`src/rtl/rpn_pkg.sv`:
```
// Shared encodings for the postfix evaluator: token kinds, error codes
// and controller states. Assumes a 3-bit token kind field.
package rpn_pkg;

    typedef enum logic [2:0] {
        TK_PUSH = 3'd0,
        TK_ADD  = 3'd1,
        TK_SUB  = 3'd2,
        TK_MUL  = 3'd3,
        TK_DIV  = 3'd4,
        TK_END  = 3'd5
    } tok_kind_e;

    typedef enum logic [2:0] {
        EC_NONE      = 3'd0,
        EC_OVERFLOW  = 3'd1,
        EC_UNDERFLOW = 3'd2,
        EC_DIVZERO   = 3'd3,
        EC_MALFORMED = 3'd4
    } err_code_e;

    typedef enum logic [1:0] {
        ST_RUN   = 2'd0,
        ST_EXEC  = 2'd1,
        ST_DRAIN = 2'd2
    } ev_state_e;

endpackage

```
`src/rtl/rpn_alu.sv`:
```
// Combinational two-operand arithmetic for the evaluator.
// Assumes lhs is the entry below the top and rhs the top entry.
// Results wrap to W bits; division truncates toward zero, and the
// most-negative / -1 case wraps to the most-negative value.
module rpn_alu
    import rpn_pkg::*;
#(
    parameter int W = 16
) (
    input  logic [2:0]          op,
    input  logic signed [W-1:0] lhs,
    input  logic signed [W-1:0] rhs,
    output logic signed [W-1:0] result,
    output logic                div_zero
);

    localparam logic signed [W-1:0] MIN_VAL = {1'b1, {(W-1){1'b0}}};
    localparam logic signed [W-1:0] NEG_ONE = '1;

    // Select the operation and flag a zero divisor.
    always_comb begin
        div_zero = (op == TK_DIV) && (rhs == '0);
        case (op)
            TK_ADD:  result = lhs + rhs;
            TK_SUB:  result = lhs - rhs;
            TK_MUL:  result = lhs * rhs;
            TK_DIV: begin
                if (div_zero)
                    result = '0;
                else if (lhs == MIN_VAL && rhs == NEG_ONE)
                    result = MIN_VAL;
                else
                    result = lhs / rhs;
            end
            default: result = '0;
        endcase
    end

endmodule

```
`src/rtl/rpn_stack.sv`:
```
// Register-file evaluation stack with an occupancy counter.
// push writes wdata above the top; combine overwrites the second entry
// with wdata and drops the top; clear empties it. The caller guarantees
// push is never asserted when full and combine only with two or more entries.
module rpn_stack #(
    parameter int W     = 16,
    parameter int DEPTH = 8
) (
    input  logic                       clk,
    input  logic                       rst_n,
    input  logic                       clear,
    input  logic                       push,
    input  logic                       combine,
    input  logic [W-1:0]               wdata,
    output logic [$clog2(DEPTH+1)-1:0] count,
    output logic [W-1:0]               top,
    output logic [W-1:0]               below
);

    localparam int CW = $clog2(DEPTH+1);

    logic [W-1:0] slot [DEPTH];

    // Write the addressed entry on a push or a combine.
    always_ff @(posedge clk) begin
        if (!rst_n) begin
            for (int i = 0; i < DEPTH; i++) slot[i] <= '0;
        end else begin
            for (int i = 0; i < DEPTH; i++) begin
                if ((push && int'(count) == i) || (combine && int'(count) == i + 2))
                    slot[i] <= wdata;
            end
        end
    end

    // Track how many entries are live.
    always_ff @(posedge clk) begin
        if (!rst_n || clear)
            count <= '0;
        else if (push)
            count <= count + CW'(1);
        else if (combine)
            count <= count - CW'(1);
    end

    // Read the two topmost entries.
    always_comb begin
        top   = '0;
        below = '0;
        for (int i = 0; i < DEPTH; i++) begin
            if (int'(count) == i + 1) top   = slot[i];
            if (int'(count) == i + 2) below = slot[i];
        end
    end

endmodule

```
`src/rtl/rpn_eval.sv`:
```
// Postfix expression evaluator: accepts tokens over valid/ready, keeps
// operands on a finite stack, applies operators in a separate execute
// cycle (ready low), and reports a result or an error as one-cycle pulses.
// Assumes tok_kind/tok_data are stable while tok_valid waits for ready.
module rpn_eval
    import rpn_pkg::*;
#(
    parameter int W     = 16,
    parameter int DEPTH = 8
) (
    input  logic         clk,
    input  logic         rst_n,
    input  logic         tok_valid,
    output logic         tok_ready,
    input  logic [2:0]   tok_kind,
    input  logic [W-1:0] tok_data,
    output logic         res_valid,
    output logic [W-1:0] res_data,
    output logic         err_valid,
    output logic [2:0]   err_code
);

    localparam int CW = $clog2(DEPTH+1);
    localparam logic [CW-1:0] FULL = CW'(DEPTH);

    ev_state_e     state, state_nx;
    logic [2:0]    op_q;
    logic [CW-1:0] stk_cnt;
    logic [W-1:0]  stk_top, stk_below, stk_wdata;
    logic [W-1:0]  alu_res;
    logic          alu_dz;
    logic          fire, do_push, do_combine, do_clear;
    logic          set_res, set_err;
    err_code_e     ecode;

    assign tok_ready = (state != ST_EXEC);
    assign fire      = tok_valid && tok_ready;
    assign stk_wdata = do_push ? tok_data : alu_res;

    rpn_stack #(.W(W), .DEPTH(DEPTH)) u_stack (
        .clk     (clk),
        .rst_n   (rst_n),
        .clear   (do_clear),
        .push    (do_push),
        .combine (do_combine),
        .wdata   (stk_wdata),
        .count   (stk_cnt),
        .top     (stk_top),
        .below   (stk_below)
    );

    rpn_alu #(.W(W)) u_alu (
        .op       (op_q),
        .lhs      (stk_below),
        .rhs      (stk_top),
        .result   (alu_res),
        .div_zero (alu_dz)
    );

    // Decide stack action, next state and any pulse for this cycle.
    always_comb begin
        state_nx   = state;
        do_push    = 1'b0;
        do_combine = 1'b0;
        do_clear   = 1'b0;
        set_res    = 1'b0;
        set_err    = 1'b0;
        ecode      = EC_NONE;
        case (state)
            ST_RUN: begin
                if (fire) begin
                    case (tok_kind)
                        TK_PUSH: begin
                            if (stk_cnt == FULL) begin
                                set_err  = 1'b1;
                                ecode    = EC_OVERFLOW;
                                do_clear = 1'b1;
                                state_nx = ST_DRAIN;
                            end else begin
                                do_push = 1'b1;
                            end
                        end
                        TK_ADD, TK_SUB, TK_MUL, TK_DIV: begin
                            if (stk_cnt < CW'(2)) begin
                                set_err  = 1'b1;
                                ecode    = EC_UNDERFLOW;
                                do_clear = 1'b1;
                                state_nx = ST_DRAIN;
                            end else begin
                                state_nx = ST_EXEC;
                            end
                        end
                        TK_END: begin
                            do_clear = 1'b1;
                            if (stk_cnt == CW'(1)) begin
                                set_res = 1'b1;
                            end else begin
                                set_err = 1'b1;
                                ecode   = EC_MALFORMED;
                            end
                        end
                        default: ;
                    endcase
                end
            end
            ST_EXEC: begin
                if (alu_dz) begin
                    set_err  = 1'b1;
                    ecode    = EC_DIVZERO;
                    do_clear = 1'b1;
                    state_nx = ST_DRAIN;
                end else begin
                    do_combine = 1'b1;
                    state_nx   = ST_RUN;
                end
            end
            ST_DRAIN: begin
                if (fire && tok_kind == TK_END) state_nx = ST_RUN;
            end
            default: state_nx = ST_RUN;
        endcase
    end

    // Advance the controller and latch the operator for the execute cycle.
    always_ff @(posedge clk) begin
        if (!rst_n) begin
            state <= ST_RUN;
            op_q  <= '0;
        end else begin
            state <= state_nx;
            if (fire && state == ST_RUN) op_q <= tok_kind;
        end
    end

    // Register the result and error pulses with their data.
    always_ff @(posedge clk) begin
        if (!rst_n) begin
            res_valid <= 1'b0;
            res_data  <= '0;
            err_valid <= 1'b0;
            err_code  <= EC_NONE;
        end else begin
            res_valid <= set_res;
            err_valid <= set_err;
            if (set_res) res_data <= stk_top;
            if (set_err) err_code <= ecode;
        end
    end

endmodule

```
`config.mk`:
```
export PLATFORM = sky130hd
export DESIGN_NAME = rpn_eval
export DESIGN_NICKNAME = d
export VERILOG_FILES = /design/src/rtl/rpn_pkg.sv /design/src/rtl/rpn_alu.sv /design/src/rtl/rpn_stack.sv /design/src/rtl/rpn_eval.sv
export SDC_FILE = /design/constraint.sdc
export NUM_CORES = 1
export LEC_CHECK = 0
export BUFFER_PORTS_ARGS = -buffer_cell sky130_fd_sc_hd__buf_2
export CAP_MARGIN = 20
export CELL_PAD_IN_SITES_DETAIL_PLACEMENT = 1
export CELL_PAD_IN_SITES_GLOBAL_PLACEMENT = 1
export CORE_UTILIZATION = 38
export DETAILED_ROUTE_END_ITERATION = 16
export GPL_ROUTABILITY_DRIVEN = 0
export MAX_ROUTING_LAYER = met4
export PLACE_DENSITY = 0.77
export RECOVER_POWER = 100
export REMOVE_ABC_BUFFERS = 1
export SLEW_MARGIN = 25
export SYNTH_ARGS = -nofsm -noshare
export SYNTH_HDL_FRONTEND = slang
export SYNTH_HIERARCHICAL = 1
export SYNTH_SLANG_ARGS = --single-unit
```
`constraint.sdc`:
```
create_clock -name clk -period 35.5 [get_ports clk]
set_clock_uncertainty 0.1 [all_clocks]
set_input_delay 1.775 -clock clk [delete_from_list [all_inputs] [get_ports clk]]
set_output_delay 1.775 -clock clk [all_outputs]
set_load 0.005 [all_outputs]
```
==> key figures, run 1 <==
Setup path
  • CP Capture Type: register
  • Slowest library cell on the worst path: or4b_2
  • Worst r2r src: u_stack/count[3]$_SDFFE_PP0P_
  • Largest stage delay, worst path: 600 ps
  • Crit path max fanout: 19
  • CP top delay family: compound AO/OA/AOI/OAI gates
  • Startpoint types: register
  • CP required: 35560 ps
  • Critical path buffers and inverters: 11
  • RR Endpoint: u_stack/slot[1][11]$_SDFFCE_PN0P_
  • Worst Reg-to-Reg Cells: 145
  • Crit Path Class: reg2reg
  • Reg2Reg Setup Slack: 1460 ps
  • Crit path DAT: 34100 ps
  • CP most frequent cell: ha_1

Layout
  • Most common cell after layout, fill and taps aside: nor2_1
  • Fraction of layout cells with a size suffix above 1: 14.0%
  • Fin nets: 3111
  • Final Util: 42.9%
  • Area growth from synthesis to layout: 11.3%
  • Fin area: 0.0248 sq mm
  • Post-route non-filler standard cell count: 3566
  • Fill cell count: 6955
  • Most frequent cells in the layout: nor2_1, nand2_1, ha_1

CTS
  • CTS buffer count: 17
  • Clock latency on the worst-skew pair: 440 ps
  • Clock Path Buffers: 2
  • Clk pin slew, worst setup/hold paths: 70 ps
  • CTS tree: built
  • H-tree level count: 4
  • Root Buffer: clkbuf_16
  • Clock Sinks: 158

Synthesis
  • Ys flop type: edfxtp_1
  • Cell variety after synth: 101
  • Syn Inst Count: 2724
  • Post-Syn Area: 0.0223 sq mm
  • Fraction of registers with async set/reset: 0%
  • Ys Warns: 6
  • Seq cells post-synth: 158
  • Post-synth EDFFs: 128
  • Post-synthesis sequential area ratio: 19.9%
  • Synth Area per Inst: 8.18 sq um

Floorplan
  • Die area: 0.0596 sq mm
  • Initial Util: 38.6%
  • # IOs: 44
  • Die Ht: 244 microns
  • FP Rows: 88
  • Die width: 244 microns
  • Core Region: 0.0578 sq mm

Route
  • Initial DRC Count: 2038
  • Vias: 22600
  • Average wire per standard cell: 25.1 microns
  • Final WL: 89600 microns
  • # DRC: 0
  • Vias per Instance: 6.33
  • Drt first pass iters: 5
  • Routed Antenna Nets: 0

Timing
  • Slew Viols, Final: 17
  • Tightest Pin Transition: 2820 ps
  • Worst Hold Margin: 395 ps
  • Slew HR: -89.8%
  • Final hold violations: 0
  • Period utilization: 95.9%
  • Tmin final: 34040 ps
  • Final setup fails: 0
  • Fmax achieved: 29.4 MHz

Place
  • Placed Cells: 3522
  • DP HPWL: 66300 microns
  • Port bufs: 43
  • Area after DPL: 0.0239 sq mm

Worst hold path
  • HP Start: err_code[2]$_SDFFE_PN0P_
  • Hold path depth: 2
  • Hold path endpoint: err_code[2]$_SDFFE_PN0P_
  • Hold Crit Class: reg2reg

Global route
  • Vias in the first global route: 23700
  • First-pass GRT wire length: 137000 microns
  • Antenna violations before repair: 1
  • Largest net degree at the start of global routing: 73
  • Gr usage total: 30.2%
  • Congestion Overflow GR: 0

Run status
  • Outcome: finished, violations left
  • Violated checks: capacitance limit, slew limit

Flow run
  • Total of max-cap violations: 1
[synthesized netlist by cell type, types with 65 or more instances]
| library cell | n | share of area, % |
|---|---|---|
| a21oi_1 | 170 | 3.8 |
| nand2_1 | 243 | 4.1 |
| clkbuf_1 | 93 | 1.6 |
| o21ai_0 | 114 | 2.6 |
| edfxtp_1 | 128 | 17 |
| mux2_2 | 65 | 3.3 |
| ha_1 | 220 | 12 |
| inv_1 | 185 | 3.1 |
| xnor2_1 | 119 | 4.7 |
| fa_1 | 81 | 7.3 |
| nor2_1 | 281 | 4.7 |
| and2_1 | 82 | 2.3 |
[kinds of logic after synthesis]
kind of cell,share of synthesized area [%]
DFF,19.9
xor gates and xnor gates,7.11
and+or+nand+nor,21.8
muxes,5.01
buffers and inverters,6.43
AOI/OAI and AO/OA,20.1
adders and majority gates,19.6
[flip-flops by register name (all words and copies together), names as in the netlist]
register       flops
u_stack/slot     128
res_data          16
u_stack/count      4
err_code           3
op_q               3
state              2
err_valid          1
res_valid          1
[layer usage]
layer  up-vias  global-route usage [%]  routed length [microns]
met5         -                       -                        0
met4         0                    14.5                     4700
met3       321                    3.41                     7040
met2      1190                    49.3                    42300
met1     11200                    37.0                    35600
li1       9899                       -                        -
[worst min-delay path, stage by stage, from the launching register on]
cell and delay, ps:
dfxtp_1 320, nand2_1 60, o32ai_1 60
[cell type report]
| class | instances | area [sq um] | area share (%) |
|---|---|---|---|
| Multi-Input combinational cell | 2229 | 16700 | 67.4 |
| Sequential cell | 158 | 4460 | 18.0 |
| Timing Repair Buffer | 196 | 1420 | 5.73 |
| Tap cell | 765 | 957 | 3.86 |
| Inverter | 186 | 698 | 2.81 |
| Clock buffer | 18 | 429 | 1.73 |
| Clock inverter | 13 | 129 | 0.519 |
| Antenna cell | 1 | 2.50 | 0.0101 |
[timing repair]
item | 4_1_cts | 5_1_grt
pin swaps | 0 | 3
hold buffers | 0 | 0
endpoints found under the setup margin | 128 | 128
buffers inserted | 0 | 10
resized for setup | 18 | 57
cloned | 1 | 1
endpoints found under the hold margin | 0 | 0
[metrics by stage]
stage	setup slack, ps	setup TNS, ps
2_1_floorplan	-2760	-321180
3_3_place_gp	573	0
3_5_place_dp	-809	-70840
4_1_cts	79.4	0
5_1_grt	-141	-7340
6_report	1460	0
[worst max path at each step]
stage	endpoint	start	slack, ps	cells past startpoint
6_report	u_stack/slot[1][11]$_SDFFCE_PN0P_	u_stack/count[3]$_SDFFE_PP0P_	1460	145
3_3_place_gp	u_stack/slot[1][10]$_SDFFCE_PN0P_	u_stack/count[2]$_SDFFE_PP0P_	570	140
5_1_grt	u_stack/slot[1][10]$_SDFFCE_PN0P_	u_stack/count[0]$_SDFFE_PP0P_	-140	146
2_1_floorplan	u_stack/slot[1][28]$_SDFFCE_PN0P_	u_stack/count[0]$_SDFFE_PP0P_	-2760	138
4_1_cts	u_stack/slot[1][10]$_SDFFCE_PN0P_	u_stack/count[1]$_SDFFE_PP0P_	80	148
3_5_place_dp	u_stack/slot[1][44]$_DFFE_PP_	u_stack/count[2]$_SDFFE_PP0P_	-810	141
Power of run 1 is left out: the tool's default activity adds up to more than one toggle a clock period on the data nets, which glitch-free logic cannot reach.
==> run 2: changes to the inputs <==
CORE_UTILIZATION = 45   (was 38)
PLACE_DENSITY = 0.88   (was 0.77)
==> key figures, run 2 (same netlist as run 1, synthesis figures left out) <==
Global route
  • Largest net degree at the start of global routing: 106 (+45%)
  • Congestion Overflow GR: 0 (unchanged)
  • Vias in the first global route: 24800 (+5.0%)
  • First-pass GRT wire length: 143000 microns (+4.9%)
  • Gr usage total: 38.1% (+7.9 points)
  • Antenna violations before repair: 4 (+3)

Place
  • Area after DPL: 0.0236 sq mm (-1.1%)
  • DP HPWL: 66400 microns (+0.13%)
  • Place WS: -864 ps (-54.6 ps)
  • Port bufs: 43 (unchanged)
  • Placed Cells: 3401 (-3.4%)

Floorplan
  • # IOs: 44 (unchanged)
  • FP Rows: 81 (-8.0%)
  • Die area: 0.0504 sq mm (-15%)
  • Initial Util: 45.5% (+7.0 points)
  • Core Region: 0.0490 sq mm (-15%)
  • Die Ht: 225 microns (-8.0%)
  • Die width: 225 microns (-8.0%)

Setup path
  • Worst r2r src: u_stack/count[1]$_SDFFE_PP0P_
  • Crit path max fanout: 32 (+13)
  • Critical path buffers and inverters: 13 (+2)
  • CP required: 35560 ps (about the same)
  • Largest stage delay, worst path: 620 ps (+20 ps)
  • CP most frequent cell: ha_1
  • Reg2Reg Setup Slack: 330 ps (-1130 ps)
  • Worst Reg-to-Reg Cells: 145 (unchanged)
  • RR Endpoint: u_stack/slot[0][62]$_SDFFCE_PN0P_
  • Crit path DAT: 35230 ps (+1130 ps)
  • Crit Path Class: reg2reg
  • Slowest library cell on the worst path: or4b_2
  • Crit path from: u_stack/count[1]$_SDFFE_PP0P_
  • Startpoint types: register
  • CP Capture Type: register
  • CP top delay family: compound AO/OA/AOI/OAI gates

Route
  • Initial DRC Count: 3440 (+69%)
  • Vias per Instance: 6.97 (+10%)
  • Final WL: 99000 microns (+10%)
  • Routed Antenna Nets: 0 (unchanged)
  • Drt first pass iters: 9 (+4)
  • # DRC: 0 (unchanged)
  • Vias: 24100 (+6.8%)
  • Average wire per standard cell: 28.6 microns (+14%)

Timing
  • Tightest Pin Transition: 3040 ps (+216 ps)
  • Setup ws final: 332 ps (-1130 ps)
  • Slew Viols, Final: 26 (+9)
  • Period utilization: 99.1% (+3.2 points)
  • Tmin final: 35170 ps (+1130 ps)
  • Final setup fails: 0 (unchanged)
  • Slew HR: -105% (-16 points)
  • Fmax achieved: 28.4 MHz (-3.2%)
  • Final hold violations: 0 (unchanged)

Run status
  • Violated checks: capacitance limit, slew limit
  • Outcome: finished, violations left

CTS
  • CTS tree: built
  • Clock Path Buffers: 2 (unchanged)
  • H-tree level count: 4 (unchanged)
  • Clock Sinks: 158 (unchanged)
  • Clock latency on the worst-skew pair: 450 ps (about the same)
  • Clk pin slew, worst setup/hold paths: 80 ps (about the same)
  • CTS buffer count: 17 (unchanged)
  • Root Buffer: clkbuf_16
  • CTS Hold Bufs: 0 (unchanged)

Layout
  • Biggest register: u_stack/slot
  • Most common cell after layout, fill and taps aside: nor2_1
  • Fin nets: 3100 (-0.35%)
  • Post-route non-filler standard cell count: 3458 (-3.0%)
  • Fraction of layout cells with a size suffix above 1: 15.4% (+1.5 points)
  • Area growth from synthesis to layout: 11.8%
  • Max reg flops: 128 (unchanged)
  • Fin area: 0.0249 sq mm (+0.46%)
  • Most frequent cells in the layout: nor2_1, nand2_1, ha_1
  • Biggest regs: u_stack/slot: 128 flops, res_data: 16 flops, u_stack/count: 4 flops

Worst hold path
  • Hold path depth: 2 (unchanged)
  • HP Start: err_code[2]$_SDFFE_PN0P_
  • Hold path endpoint: err_code[2]$_SDFFE_PN0P_
  • Hold Crit Class: reg2reg

Flow run
  • Total of max-cap violations: 2 (+1)
run 2: changes by cell type in the layout (fill, tap and decap cells not counted), moves of 4 or more:
cell      before  now
a21oi_1      157  147
a21oi_2       12   23
buf_4        144  128
clkinv_8       0    4
nand2_1      236  228
nand2_2        6   15
o21ai_0      106  101
o21ai_2        4   11
run 2: routing by layer:
layer	GRT usage [%]	wire length [microns]	vias to the layer above	share of wire, %
li1	-	-	9883	-
met1	42.6	35000	11700	35
met2	59.8	44500	1883	45
met3	9.50	11500	639	12
met4	26.6	7970	0	8.1
met5	-	0	-	0
run 2: metrics by stage:
step	hold slack, ps	TNS, ps	util, %
global placement	369	0	48.3
global route	427	-58850	50.9
floorplan	362	-321180	-
finish	388	0	50.9
detailed placement	378	-75070	48.3
CTS	392	0	49.6
run 2: how the worst max path moves through the flow:
| stage | slack (ps) | cells after the start | end |
|---|---|---|---|
| 6_report | 330 | 145 | u_stack/slot[0][62]$_SDFFCE_PN0P_ |
| 5_1_grt | -950 | 146 | u_stack/slot[0][62]$_SDFFCE_PN0P_ |
| 4_1_cts | 90 | 145 | u_stack/slot[1][12]$_SDFFCE_PN0P_ |
| 3_5_place_dp | -860 | 147 | u_stack/slot[0][28]$_SDFFCE_PN0P_ |
| 3_3_place_gp | 960 | 144 | u_stack/slot[1][28]$_SDFFCE_PN0P_ |
| 2_1_floorplan | -2760 | 138 | u_stack/slot[1][28]$_SDFFCE_PN0P_ |
run 2: area by class of cell:
| type | count | area (sq um) |
|---|---|---|
| fill | 5841 | 24000 |
| multi-input combinational | 2229 | 17000 |
| sequential | 158 | 4460 |
| timing repair buffer | 185 | 1330 |
| tap | 664 | 831 |
| inverter | 186 | 698 |
| clock buffer | 17 | 425 |
| clock inverter | 15 | 189 |
| antenna | 4 | 10.0 |
run 2: what timing repair did:
item	CTS	global route
pin swaps	0	9
buffers inserted	0	20
setup endpoints to repair	128	128
resized for setup	20	119
gates cloned	0	1
run 2: worst reg2reg max path: cells and delay by family (launching register included):
| family | cells | cell delay (ps) |
|---|---|---|
| multiplexers | 9 | 2910 |
| AND/OR/NAND/NOR | 38 | 8660 |
| flip-flops | 1 | 520 |
| buffers and inverters | 13 | 2730 |
| AO/OA/AOI/OAI | 69 | 14970 |
| adder cells (fa/ha/maj) | 16 | 4930 |
Power of run 2 is left out for the same reason.
